[src/rtl/csa_pkg.sv]
// Package: shared definitions for the carry skip adder.
// Assumes: stage indices count from 0 at the least significant end.
package csa_pkg;

    // Form of the inverting skip cell used by a stage.
    typedef enum logic {
        SKIP_AOI = 1'b0,   // incoming carry is true, outgoing is inverted
        SKIP_OAI = 1'b1    // incoming carry is inverted, outgoing is true
    } skip_kind_e;

    // Skip cell form for stage idx: the forms alternate, starting with AOI.
    function automatic skip_kind_e kind_of_stage(input int idx);
        return (idx % 2 == 0) ? SKIP_AOI : SKIP_OAI;
    endfunction

    // True when the carry leaving stage idx is carried in inverted form.
    function automatic bit out_inverted(input int idx);
        return (idx % 2 == 0);
    endfunction

endpackage

[src/rtl/csa_ripple.sv]
// Module: ripple block of one stage.
// Adds two W-bit slices. With USE_CIN=0 the carry input is ignored and the
// lowest cell is a half adder (zero carry). Also gives the AND of all the
// propagate bits of the slice, which serves as the stage's skip select.
// Assumes W >= 1.
module csa_ripple #(
    parameter int W       = 4,
    parameter bit USE_CIN = 1'b0
) (
    input  logic [W-1:0] a,
    input  logic [W-1:0] b,
    input  logic         ci,
    output logic [W-1:0] s,
    output logic [W-1:0] p,
    output logic         co,
    output logic         p_all
);

    logic [W:0] c;

    // Per-bit propagate signals.
    assign p = a ^ b;

    generate
        if (USE_CIN) begin : g_fa0
            assign c[0] = ci;
        end else begin : g_ha0
            assign c[0] = 1'b0;
        end
    endgenerate

    genvar i;
    generate
        for (i = 0; i < W; i++) begin : g_cell
            if (i == 0 && !USE_CIN) begin : g_half
                // Half adder cell: no carry input.
                assign s[i]   = p[i];
                assign c[i+1] = a[i] & b[i];
            end else begin : g_full
                // Full adder cell.
                assign s[i]   = p[i] ^ c[i];
                assign c[i+1] = (a[i] & b[i]) | (p[i] & c[i]);
            end
        end
    endgenerate

    assign co    = c[W];
    assign p_all = &p;

endmodule

[src/rtl/csa_incr.sv]
// Module: increment block of one stage.
// Adds a single carry bit to a zero-carry partial sum using an AND chain
// over the propagate bits and one XOR per bit. The carry out of this block
// is not needed: the skip cell supplies the stage carry.
// Assumes W >= 1.
module csa_incr #(
    parameter int W = 4
) (
    input  logic [W-1:0] part,
    input  logic [W-1:0] p,
    input  logic         ci,
    output logic [W-1:0] s
);

    logic [W:0] run;

    assign run[0] = ci;

    genvar i;
    generate
        for (i = 0; i < W; i++) begin : g_bit
            // The carry passes bit i only while every lower propagate bit is set.
            assign run[i+1] = run[i] & p[i];
            assign s[i]     = part[i] ^ run[i];
        end
    endgenerate

endmodule

[src/rtl/csa_skip.sv]
// Module: inverting skip cell.
// Next carry = ripple carry OR (stage propagate AND incoming carry).
// This holds because a zero-carry ripple block cannot produce a carry when
// all of its bits propagate.
// AOI form: takes a true carry and gives an inverted one.
// OAI form: takes an inverted carry and gives a true one.
module csa_skip
    import csa_pkg::*;
#(
    parameter skip_kind_e KIND = SKIP_AOI
) (
    input  logic prop,
    input  logic ci_w,
    input  logic rc,
    output logic co_w
);

    generate
        if (KIND == SKIP_AOI) begin : g_aoi
            // ci_w is true, co_w is inverted.
            assign co_w = ~(rc | (prop & ci_w));
        end else begin : g_oai
            // ci_w is inverted, co_w is true.
            assign co_w = ~((~rc) & ((~prop) | ci_w));
        end
    endgenerate

endmodule

[src/rtl/csa_stage.sv]
// Module: one adder stage (ripple block, optional incrementer, skip cell).
// IDX selects the first-stage form (external carry into the ripple block)
// and the skip cell form. The incoming carry wire has the polarity left by
// the previous stage. It is restored locally for the incrementer.
module csa_stage
    import csa_pkg::*;
#(
    parameter int W   = 4,
    parameter int IDX = 0
) (
    input  logic [W-1:0] a,
    input  logic [W-1:0] b,
    input  logic         ci_w,
    output logic [W-1:0] s,
    output logic         co_w
);

    localparam skip_kind_e KIND  = kind_of_stage(IDX);
    localparam bit         FIRST = (IDX == 0);

    logic         ci_true;
    logic [W-1:0] part;
    logic [W-1:0] p;
    logic         rc;
    logic         p_all;

    // Undo the chain inversion for stages that take an inverted carry.
    assign ci_true = (KIND == SKIP_OAI) ? ~ci_w : ci_w;

    csa_ripple #(
        .W       (W),
        .USE_CIN (FIRST)
    ) u_ripple (
        .a     (a),
        .b     (b),
        .ci    (ci_true),
        .s     (part),
        .p     (p),
        .co    (rc),
        .p_all (p_all)
    );

    generate
        if (FIRST) begin : g_first
            // The ripple block already includes the carry.
            assign s = part;
        end else begin : g_inc
            csa_incr #(.W(W)) u_incr (
                .part (part),
                .p    (p),
                .ci   (ci_true),
                .s    (s)
            );
        end
    endgenerate

    csa_skip #(.KIND(KIND)) u_skip (
        .prop (p_all),
        .ci_w (ci_w),
        .rc   (rc),
        .co_w (co_w)
    );

endmodule

[src/rtl/csa_adder.sv]
// Module: top of the concatenation-incrementation carry skip adder.
// Purely combinational. STAGE_W lists the stage widths from the least
// significant end. Their total must equal N, which is checked at
// elaboration. stage_carry[k+1] is the carry leaving stage k, in the
// polarity its skip cell gives.
module csa_adder
    import csa_pkg::*;
#(
    parameter int N       = 32,
    parameter int STAGE_Q = 10,
    parameter int STAGE_W [STAGE_Q] = '{1, 2, 3, 4, 5, 6, 5, 3, 2, 1}
) (
    input  logic [N-1:0] opa,
    input  logic [N-1:0] opb,
    input  logic         cin,
    output logic [N-1:0] sum,
    output logic         cout
);

    // Lowest bit position of stage idx.
    function automatic int stage_lo(input int idx);
        int acc;
        acc = 0;
        for (int i = 0; i < idx; i++) acc += STAGE_W[i];
        return acc;
    endfunction

    localparam int TOTAL_W = stage_lo(STAGE_Q);

    generate
        if (TOTAL_W != N) begin : g_bad_sizes
            $error("csa_adder: stage widths do not add up to N");
        end
    endgenerate

    logic [STAGE_Q:0] stage_carry;

    assign stage_carry[0] = cin;

    genvar k;
    generate
        for (k = 0; k < STAGE_Q; k++) begin : g_stage
            localparam int LO = stage_lo(k);
            localparam int W  = STAGE_W[k];

            csa_stage #(
                .W   (W),
                .IDX (k)
            ) u_stage (
                .a    (opa[LO +: W]),
                .b    (opb[LO +: W]),
                .ci_w (stage_carry[k]),
                .s    (sum[LO +: W]),
                .co_w (stage_carry[k+1])
            );
        end
    endgenerate

    // Deliver the final carry in true polarity whatever the stage count.
    generate
        if (out_inverted(STAGE_Q - 1)) begin : g_cout_fix
            assign cout = ~stage_carry[STAGE_Q];
        end else begin : g_cout_pass
            assign cout = stage_carry[STAGE_Q];
        end
    endgenerate

endmodule

[config.mk]
export PLATFORM = sky130hd
export DESIGN_NAME = csa_adder
export DESIGN_NICKNAME = d
export VERILOG_FILES = /design/src/rtl/csa_pkg.sv /design/src/rtl/csa_ripple.sv /design/src/rtl/csa_incr.sv /design/src/rtl/csa_skip.sv /design/src/rtl/csa_stage.sv /design/src/rtl/csa_adder.sv
export SDC_FILE = /design/constraint.sdc
export NUM_CORES = 1
export LEC_CHECK = 0
export BUFFER_PORTS_ARGS = -buffer_cell sky130_fd_sc_hd__buf_2
export CAP_MARGIN = 10
export CORE_MARGIN = 1.5
export CORE_UTILIZATION = 48
export DETAILED_ROUTE_END_ITERATION = 7
export PLACE_DENSITY_LB_ADDON = 0.3
export SLEW_MARGIN = 40
export SYNTH_ARGS = -nofsm -noshare
export SYNTH_HDL_FRONTEND = slang
export SYNTH_SLANG_ARGS = --single-unit
[constraint.sdc]
create_clock -name vclk -period 7.7
set_input_delay 0.77 -clock vclk [all_inputs]
set_output_delay 0.77 -clock vclk [all_outputs]
set_load 0.1 [all_outputs]
==> results.json, run 1 <==
{
  "outcome": "finished, final reports clean",
  "setup_viol_count_final": 0,
  "wl_microns": 2970,
  "yosys.area.top_type": "fa_1",
  "path_class": "input pin to primary output",
  "track_usage": 0.181,
  "die_x_microns": 58.5,
  "synth_cell_types": 21,
  "p_int_uw": 86.0,
  "dp_hpwl_microns": 2930,
  "rsz0062_at_grt": "false",
  "seq_cells": 0,
  "seqCellArea_sq_um": 0,
  "clkPwrFrac": 0,
  "power_frac_seq": 0,
  "grt_pass1_wl_microns": 5030,
  "min_period_ps": 5080,
  "total_power_uw": 461,
  "p_comb_frac": 1.000,
  "tns_ps": 0,
  "firstDrtPassIters": 3,
  "core_sq_mm": 0.00283,
  "syn-num-nets": 275,
  "grt_start_max_net_pins": 5,
  "grt_pass1_vias": 1263,
  "io_pins": 98,
  "post-route-drc-count": 0,
  "drv_cap": 0,
  "num_rows": 19,
  "gp_congestion": 0.805,
  "tightest_slew_ps": 500,
  "cts_setup_buffers": 0,
  "die_y_microns": 58.5,
  "antenna_found_initial": 0,
  "place_area_sq_mm": 0.00199,
  "synth.yosys.seq_area_share": 0,
  "cts-resized-gates": 0,
  "slew_headroom": 0.669,
  "postCtsHoldBufs": 0,
  "p_sw_frac": 0.814,
  "drt-vias-per-instance": 4.83,
  "clockBufferCount": 0,
  "nNetsFinal": 373,
  "endpoint": "sum[31]",
  "initial_core_util": 0.523,
  "start_kind": "input pin",
  "netSwitchingPower_uw": 375,
  "cp-startpoint": "opa[10]",
  "synth_warnings": 0,
  "post_drt_wl_per_cell_microns": 10.8,
  "hold_violations": 0,
  "crit_fanout": 3,
  "period_share": 0.660,
  "slew_violations": 0,
  "netlist_area_sq_mm": 0.00148,
  "holdWs_ps": 2150,
  "ant_nets": 0,
  "fin_cells": 275,
  "vias": 1328,
  "syn_area_per_cell_sq_um": 10.0,
  "diodes": 0,
  "hold_class": "input pin to primary output",
  "required_ps": 6930,
  "die-area_sq_mm": 0.00343,
  "fillers": 244,
  "port_buffers": 98,
  "area_growth_pct": 34.7,
  "peakVddDrop_v": 0.000126,
  "numPlacedInstances": 275,
  "cp.arrival_ps": 4310,
  "yosys.area.top_type_share": 0.325,
  "fmax_mhz": 197,
  "synthCells": 148,
  "leakagePower_uw": 0.00114,
  "drt_iter0_markers": 35,
  "globalRouteOverflowTotal": 0,
  "post-route-cell-area_sq_mm": 0.00199,
  "drive_above_1_share": 0.422,
  "crit_path_end_kind": "primary output",
  "power_density_mw_per_mm2": 231,
  "synth.top_cells.by_area": "fa_1, ha_1, xnor2_1, inv_1, xor2_1"
}
-- power groups by stage --
stage / Clock [uW] / Sequential (uW) / Combinational (uW)
6_report: 0 / 0 / 461
5_1_grt: 0 / 0 / 486
4_1_cts: 0 / 0 / 465
3_5_place_dp: 0 / 0 / 464
3_3_place_gp: 0 / 0 / 460
2_1_floorplan: 0 / 0 / 397
-- cells in the mapped netlist --
cell type  instances
a211o_2            1
a21o_1             1
a311oi_2           1
a31o_2             1
a31oi_1            1
a41o_1             1
a41oi_2            1
and3_1             2
buf_4              2
fa_1              24
ha_1              38
inv_1             26
nand2_1           11
nand3_1            5
nand4_1            5
nor2_1             3
nor3_1             1
nor4_1             1
o31ai_2            1
xnor2_1           12
xor2_1            10
-- per-stage QoR --
stage | util | worst slack [ps]
after CTS | 0.705 | 2590
after global placement | 0.705 | 2680
after floorplan | - | 2040
after detailed placement | 0.705 | 2600
after global routing | 0.705 | 2490
final | 0.705 | 2620
-- layout by cell type, fill, tap and decap left out --
cell,netlist,routed
nor2_1,3,3
nor4_1,1,1
nor3_1,1,1
buf_2,0,98
xnor2_1,12,12
nand4_1,5,5
inv_1,26,26
fa_1,24,24
a41oi_2,1,1
and3_1,2,2
a21o_1,1,1
nand2_1,11,11
a31oi_1,1,1
o31ai_2,1,1
nand3_1,5,5
a31o_2,1,1
a311oi_2,1,1
a211o_2,1,1
xor2_1,10,10
a41o_1,1,1
ha_1,38,38
-- per-layer routing --
metal,track usage,vias to the layer above,part of all wire
li1,-,666,-
met5,0,-,0
met4,0.00332,0,0
met1,0.223,612,0.39
met3,0.0176,0,0.076
met2,0.356,50,0.54
-- cell families (layout without fill, tap and decap cells) --
family                     count (synthesis)  after routing  synth area share
xor gates and xnor gates                  22             22             0.130
adders and majority gates                 62             62             0.646
buffers and inverters                     28            124            0.0761
and+or+nand+nor                           28             28            0.0896
AOI/OAI and AO/OA                          8              8            0.0583
-- cell type report --
class	count	area [sq um]	area share
timing repair buffer	98	490	0.246
inverter	26	97.6	0.0489
tap	31	38.8	0.0194
multi-input combinational	120	1370	0.686
-- worst max-delay path, cell delays in order --
cell     delay, ps
buf_2          100
ha_1           200
fa_1           390
fa_1           390
fa_1           380
fa_1           370
a41o_1         250
a211o_2        330
a41oi_2        210
fa_1           440
inv_1           60
buf_2          410
-- worst min-delay path by stage --
| stage | from | end | slack (ps) | depth (start not counted) |
|---|---|---|---|---|
| after detailed placement | opb[4] | sum[4] | 2160 | 4 |
| after global placement | opb[7] | sum[7] | 2150 | 4 |
| after CTS | opb[4] | sum[4] | 2160 | 4 |
| final | opb[4] | sum[4] | 2150 | 4 |
| after floorplan | cin | sum[0] | 1950 | 2 |
| after global routing | opb[4] | sum[4] | 2180 | 4 |
Power figures use the tool's default switching activity.
==> inputs of run 2 (changes only) <==
- CORE_UTILIZATION: 48 -> 41
- clock period: 7.7 -> 4.2 ns (I/O delays scaled with it)
==> results.json, run 2 (synthesis gave the netlist of run 1 again) <==
{
  "drv_cap": 0,
  "final_cell_mix": "buf_2, ha_1, inv_1, fa_1, buf_12",
  "drive_above_1_share": 0.492,
  "grt_pass1_wl_microns": 6010,
  "area_growth_pct": 58.9,
  "crit_path_end_kind": "primary output",
  "postCtsHoldBufs": 0,
  "required_ps": 3780,
  "track_usage": 0.182,
  "initial_core_util": 0.437,
  "diodes": 0,
  "io_pins": 98,
  "clockBufferCount": 0,
  "path_class": "input pin to primary output",
  "grt_pass1_vias": 1480,
  "outcome": "finished, final reports clean",
  "seqCellArea_sq_um": 0,
  "firstDrtPassIters": 4,
  "crit_chain": "buf_2 -> ha_1 -> fa_2 -> fa_2 -> fa_1 -> fa_1 -> a41o_1 -> a211o_2 -> a41oi_2 -> fa_1 -> inv_2 -> buf_12",
  "drt_iter0_markers": 26,
  "critPathTopFamily": "adder cells",
  "power_density_mw_per_mm2": 432,
  "slowest_delay_ps": 450,
  "cp-startpoint": "opa[10]",
  "hold_class": "input pin to primary output",
  "crit_fanout": 3,
  "nNetsFinal": 373,
  "num_rows": 21,
  "numPlacedInstances": 290,
  "peakVddDrop_v": 0.000194,
  "path_common_cell": "fa_1",
  "hold_path_depth": 5,
  "die-area_sq_mm": 0.00398,
  "cp.buffers_inverters": 3,
  "fmax_mhz": 244,
  "leakagePower_uw": 0.00126,
  "globalRouteOverflowTotal": 0,
  "grt_start_max_net_pins": 5,
  "post_drt_wl_per_cell_microns": 12.1,
  "slowest_stage": "fa_1",
  "die_x_microns": 63.1,
  "cts_setup_buffers": 0,
  "seq_cells": 0,
  "gp_congestion": 0.808,
  "slew_headroom": 0.670,
  "drt-vias-per-instance": 4.74,
  "core_sq_mm": 0.00339,
  "dp_hpwl_microns": 3390,
  "total_power_uw": 1020,
  "min_period_ps": 4100,
  "port_buffers": 98,
  "start_kind": "input pin",
  "cp.arrival_ps": 3680,
  "post-route-drc-count": 0,
  "tightest_slew_ps": 498,
  "wl_microns": 3510,
  "die_y_microns": 63.1,
  "antenna_found_initial": 0,
  "holdPathEnd": "sum[31]",
  "period_share": 0.976,
  "hold_violations": 0,
  "setup_viol_count_final": 0,
  "final_common_cell": "buf_2",
  "fin_cells": 290,
  "ant_nets": 0,
  "hp-start": "opb[31]",
  "slew_violations": 0,
  "vias": 1374
}
run 2: per-stage QoR:
| stage | hold slack (ps) | TNS [ps] | instance area, sq um | utilization | setup WS (ps) |
|---|---|---|---|---|---|
| 4_1_cts | 1390 | 0 | 2340 | 0.691 | 5.38 |
| 3_3_place_gp | 1370 | 0 | 2340 | 0.690 | 91.7 |
| 6_report | 1380 | 0 | 2350 | 0.694 | 101 |
| 3_5_place_dp | 1390 | -37.3 | 2340 | 0.690 | -37.3 |
| 2_1_floorplan | 1250 | -135 | 1580 | - | -135 |
| 5_1_grt | 1400 | -1.51 | 2350 | 0.694 | -1.51 |
run 2: cell type report:
type,count,area (sq um)
inverter,26,97.6
tap,46,57.6
multi-input combinational,120,1480
fill,269,1040
timing repair buffer,98,716
run 2: timing repair:
item | 4_1_cts | 5_1_grt
resized for setup | 1 | 4
pin swaps | 0 | 1
setup endpoints to repair | 1 | 2
hold endpoints to repair | 0 | 0
cloned | 0 | 0
run 2: worst max path at each step:
| stage | end | depth (start not counted) |
|---|---|---|
| after global routing | sum[31] | 12 |
| after detailed placement | sum[31] | 12 |
| after CTS | sum[31] | 12 |
| after floorplan | sum[30] | 10 |
| after global placement | sum[31] | 12 |
| final | sum[31] | 12 |
run 2: power breakdown:
group          switching (uW)  internal, uW
sequential                  0             0
clock                       0             0
combinational             728           288
run 2: layer usage:
metal | routed length, microns | GRT usage | up-vias | share of wire
met1 | 1220 | 0.192 | 651 | 0.35
li1 | - | - | 664 | -
met3 | 286 | 0.0304 | 0 | 0.082
met2 | 2000 | 0.390 | 59 | 0.57
met4 | 0 | 0 | 0 | 0
met5 | 0 | 0 | - | 0
==> inputs of run 3 (changes only) <==
- ABC_AREA: unset -> 1
- GPL_TIMING_DRIVEN: unset -> 0
==> results.json, run 3 <==
{
  "crit_path_end_kind": "primary output",
  "hold_violations": 0,
  "post-route-drc-count": 0,
  "diodes": 0,
  "holdWs_ps": 1450,
  "track_usage": 0.140,
  "firstDrtPassIters": 2,
  "cp.arrival_ps": 3600,
  "antenna_found_initial": 0,
  "p_comb_frac": 1.000,
  "synth_cell_types": 15,
  "final_cell_mix": "buf_2, ha_1, inv_1, fa_1",
  "hold_class": "input pin to primary output",
  "cts_setup_buffers": 0,
  "drive_above_1_share": 0.502,
  "vias": 1360,
  "period_share": 0.957,
  "slew_headroom": 0.668,
  "power_frac_seq": 0,
  "die_y_microns": 64.1,
  "yosys.area.top_type": "fa_1",
  "p_sw_frac": 0.794,
  "io_pins": 98,
  "netSwitchingPower_uw": 701,
  "grt_pass1_vias": 1285,
  "num_rows": 22,
  "peakVddDrop_v": 0.000301,
  "synth.yosys.seq_area_share": 0,
  "post_drt_wl_per_cell_microns": 9.50,
  "setup_viol_count_final": 0,
  "area_growth_pct": 43.0,
  "die-area_sq_mm": 0.00411,
  "clockBufferCount": 0,
  "final_common_cell": "buf_2",
  "ant_nets": 0,
  "clkPwrFrac": 0,
  "tns_ps": 0,
  "syn-num-nets": 292,
  "gp_congestion": 0.779,
  "wl_microns": 2950,
  "slew_violations": 0,
  "leakagePower_uw": 0.00124,
  "synth.top_cells.by_area": "fa_1, ha_1, inv_1, xor2_1, nand2_2",
  "power_density_mw_per_mm2": 403,
  "yosys-top-cells-count": "ha_1, inv_1, fa_1",
  "drt_iter0_markers": 16,
  "grt_start_max_net_pins": 5,
  "globalRouteOverflowTotal": 0,
  "synth.most_common_cell": "ha_1",
  "dp_hpwl_microns": 2910,
  "tightest_slew_ps": 502,
  "p_int_uw": 182,
  "path_class": "input pin to primary output",
  "crit_fanout": 2,
  "synth_warnings": 0,
  "outcome": "finished, final reports clean",
  "postCtsHoldBufs": 0,
  "port_buffers": 98,
  "nNetsFinal": 392,
  "min_period_ps": 4020,
  "initial_core_util": 0.421,
  "netlist_area_sq_mm": 0.00153,
  "seq_cells": 0,
  "fmax_mhz": 249,
  "core_sq_mm": 0.00363,
  "drv_cap": 0,
  "grt_pass1_wl_microns": 4850,
  "synthCells": 165,
  "rsz0062_at_grt": "false",
  "syn_area_per_cell_sq_um": 9.28,
  "required_ps": 3780,
  "drt-vias-per-instance": 4.37,
  "die_x_microns": 64.1,
  "start_kind": "input pin",
  "seqCellArea_sq_um": 0,
  "yosys.area.top_type_share": 0.314
}
-- run 3: cell count changes in the layout (fill, tap and decap cells not counted), moves of 4 or more --
| cell | before | now |
|---|---|---|
| inv_1 | 25 | 34 |
| nand2_2 | 0 | 13 |
| buf_12 | 15 | 1 |
| nor2_2 | 0 | 4 |
| buf_2 | 83 | 95 |
-- run 3: layout make-up --
| class | instances | area (sq um) |
|---|---|---|
| Buffer | 2 | 15.0 |
| Fill cell | 365 | 1440 |
| Inverter | 34 | 128 |
| Multi-Input combinational cell | 129 | 1480 |
| Tap cell | 48 | 60.1 |
| Timing Repair Buffer | 98 | 510 |
-- run 3: worst paths after layout --
check / from / end / cells after the start / slack (ps)
setup / recovery: opa[15] / sum[31] / 20 / 180
hold / removal: opb[2] / sum[2] / 4 / 1450
-- run 3: logic make-up (layout without fill, tap and decap cells) --
family | after synthesis | in the layout | synth area share
compound gates | 1 | 1 | 0.00572
xor+xnor | 22 | 22 | 0.126
fa+ha+maj | 62 | 62 | 0.624
buf+inv | 36 | 134 | 0.0931
simple gates | 44 | 44 | 0.151
-- run 3: worst max-delay path, cell delays in order --
cell	delay (ps)
buf_2	90
ha_1	130
inv_1	40
fa_1	370
fa_1	390
fa_2	350
fa_1	360
inv_1	80
fa_1	150
inv_1	40
nand2_2	70
nand2_2	50
nand2_2	70
nand2_2	50
nand2_2	70
a21oi_2	60
fa_1	480
inv_1	40
buf_4	130
buf_12	150
-- run 3: per-layer routing --
metal	global-route usage	share of wire	vias up
li1	-	-	680
met1	0.176	0.38	629
met2	0.267	0.54	47
met3	0.0123	0.061	4
met4	0.0160	0.015	0
met5	0	0	-
-- run 3: power groups by stage --
stage                     Combinational (uW)  Clock [uW]  Sequential [uW]
after floorplan                          751           0                0
after global placement                   872           0                0
after detailed placement                 879           0                0
after CTS                                882           0                0
after global routing                     925           0                0
final                                    883           0                0
-- run 3: per-stage QoR --
step | util | instance area [sq um] | power, uW | setup WS, ps | std cells
3_5_place_dp | 0.596 | 2160 | 879 | -110 | 311
4_1_cts | 0.596 | 2170 | 882 | 19.0 | 311
3_3_place_gp | 0.596 | 2160 | 872 | -65.1 | 311
2_1_floorplan | - | 1610 | 751 | -231 | 165
5_1_grt | 0.603 | 2190 | 925 | 13.6 | 311
6_report | 0.603 | 2190 | 883 | 182 | 311
-- run 3: timing repair --
| item | 4_1_cts | 5_1_grt |
|---|---|---|
| hold endpoints to repair | 0 | 0 |
| endpoints found under the setup margin | 1 | 3 |
| gates resized for setup | 1 | 7 |
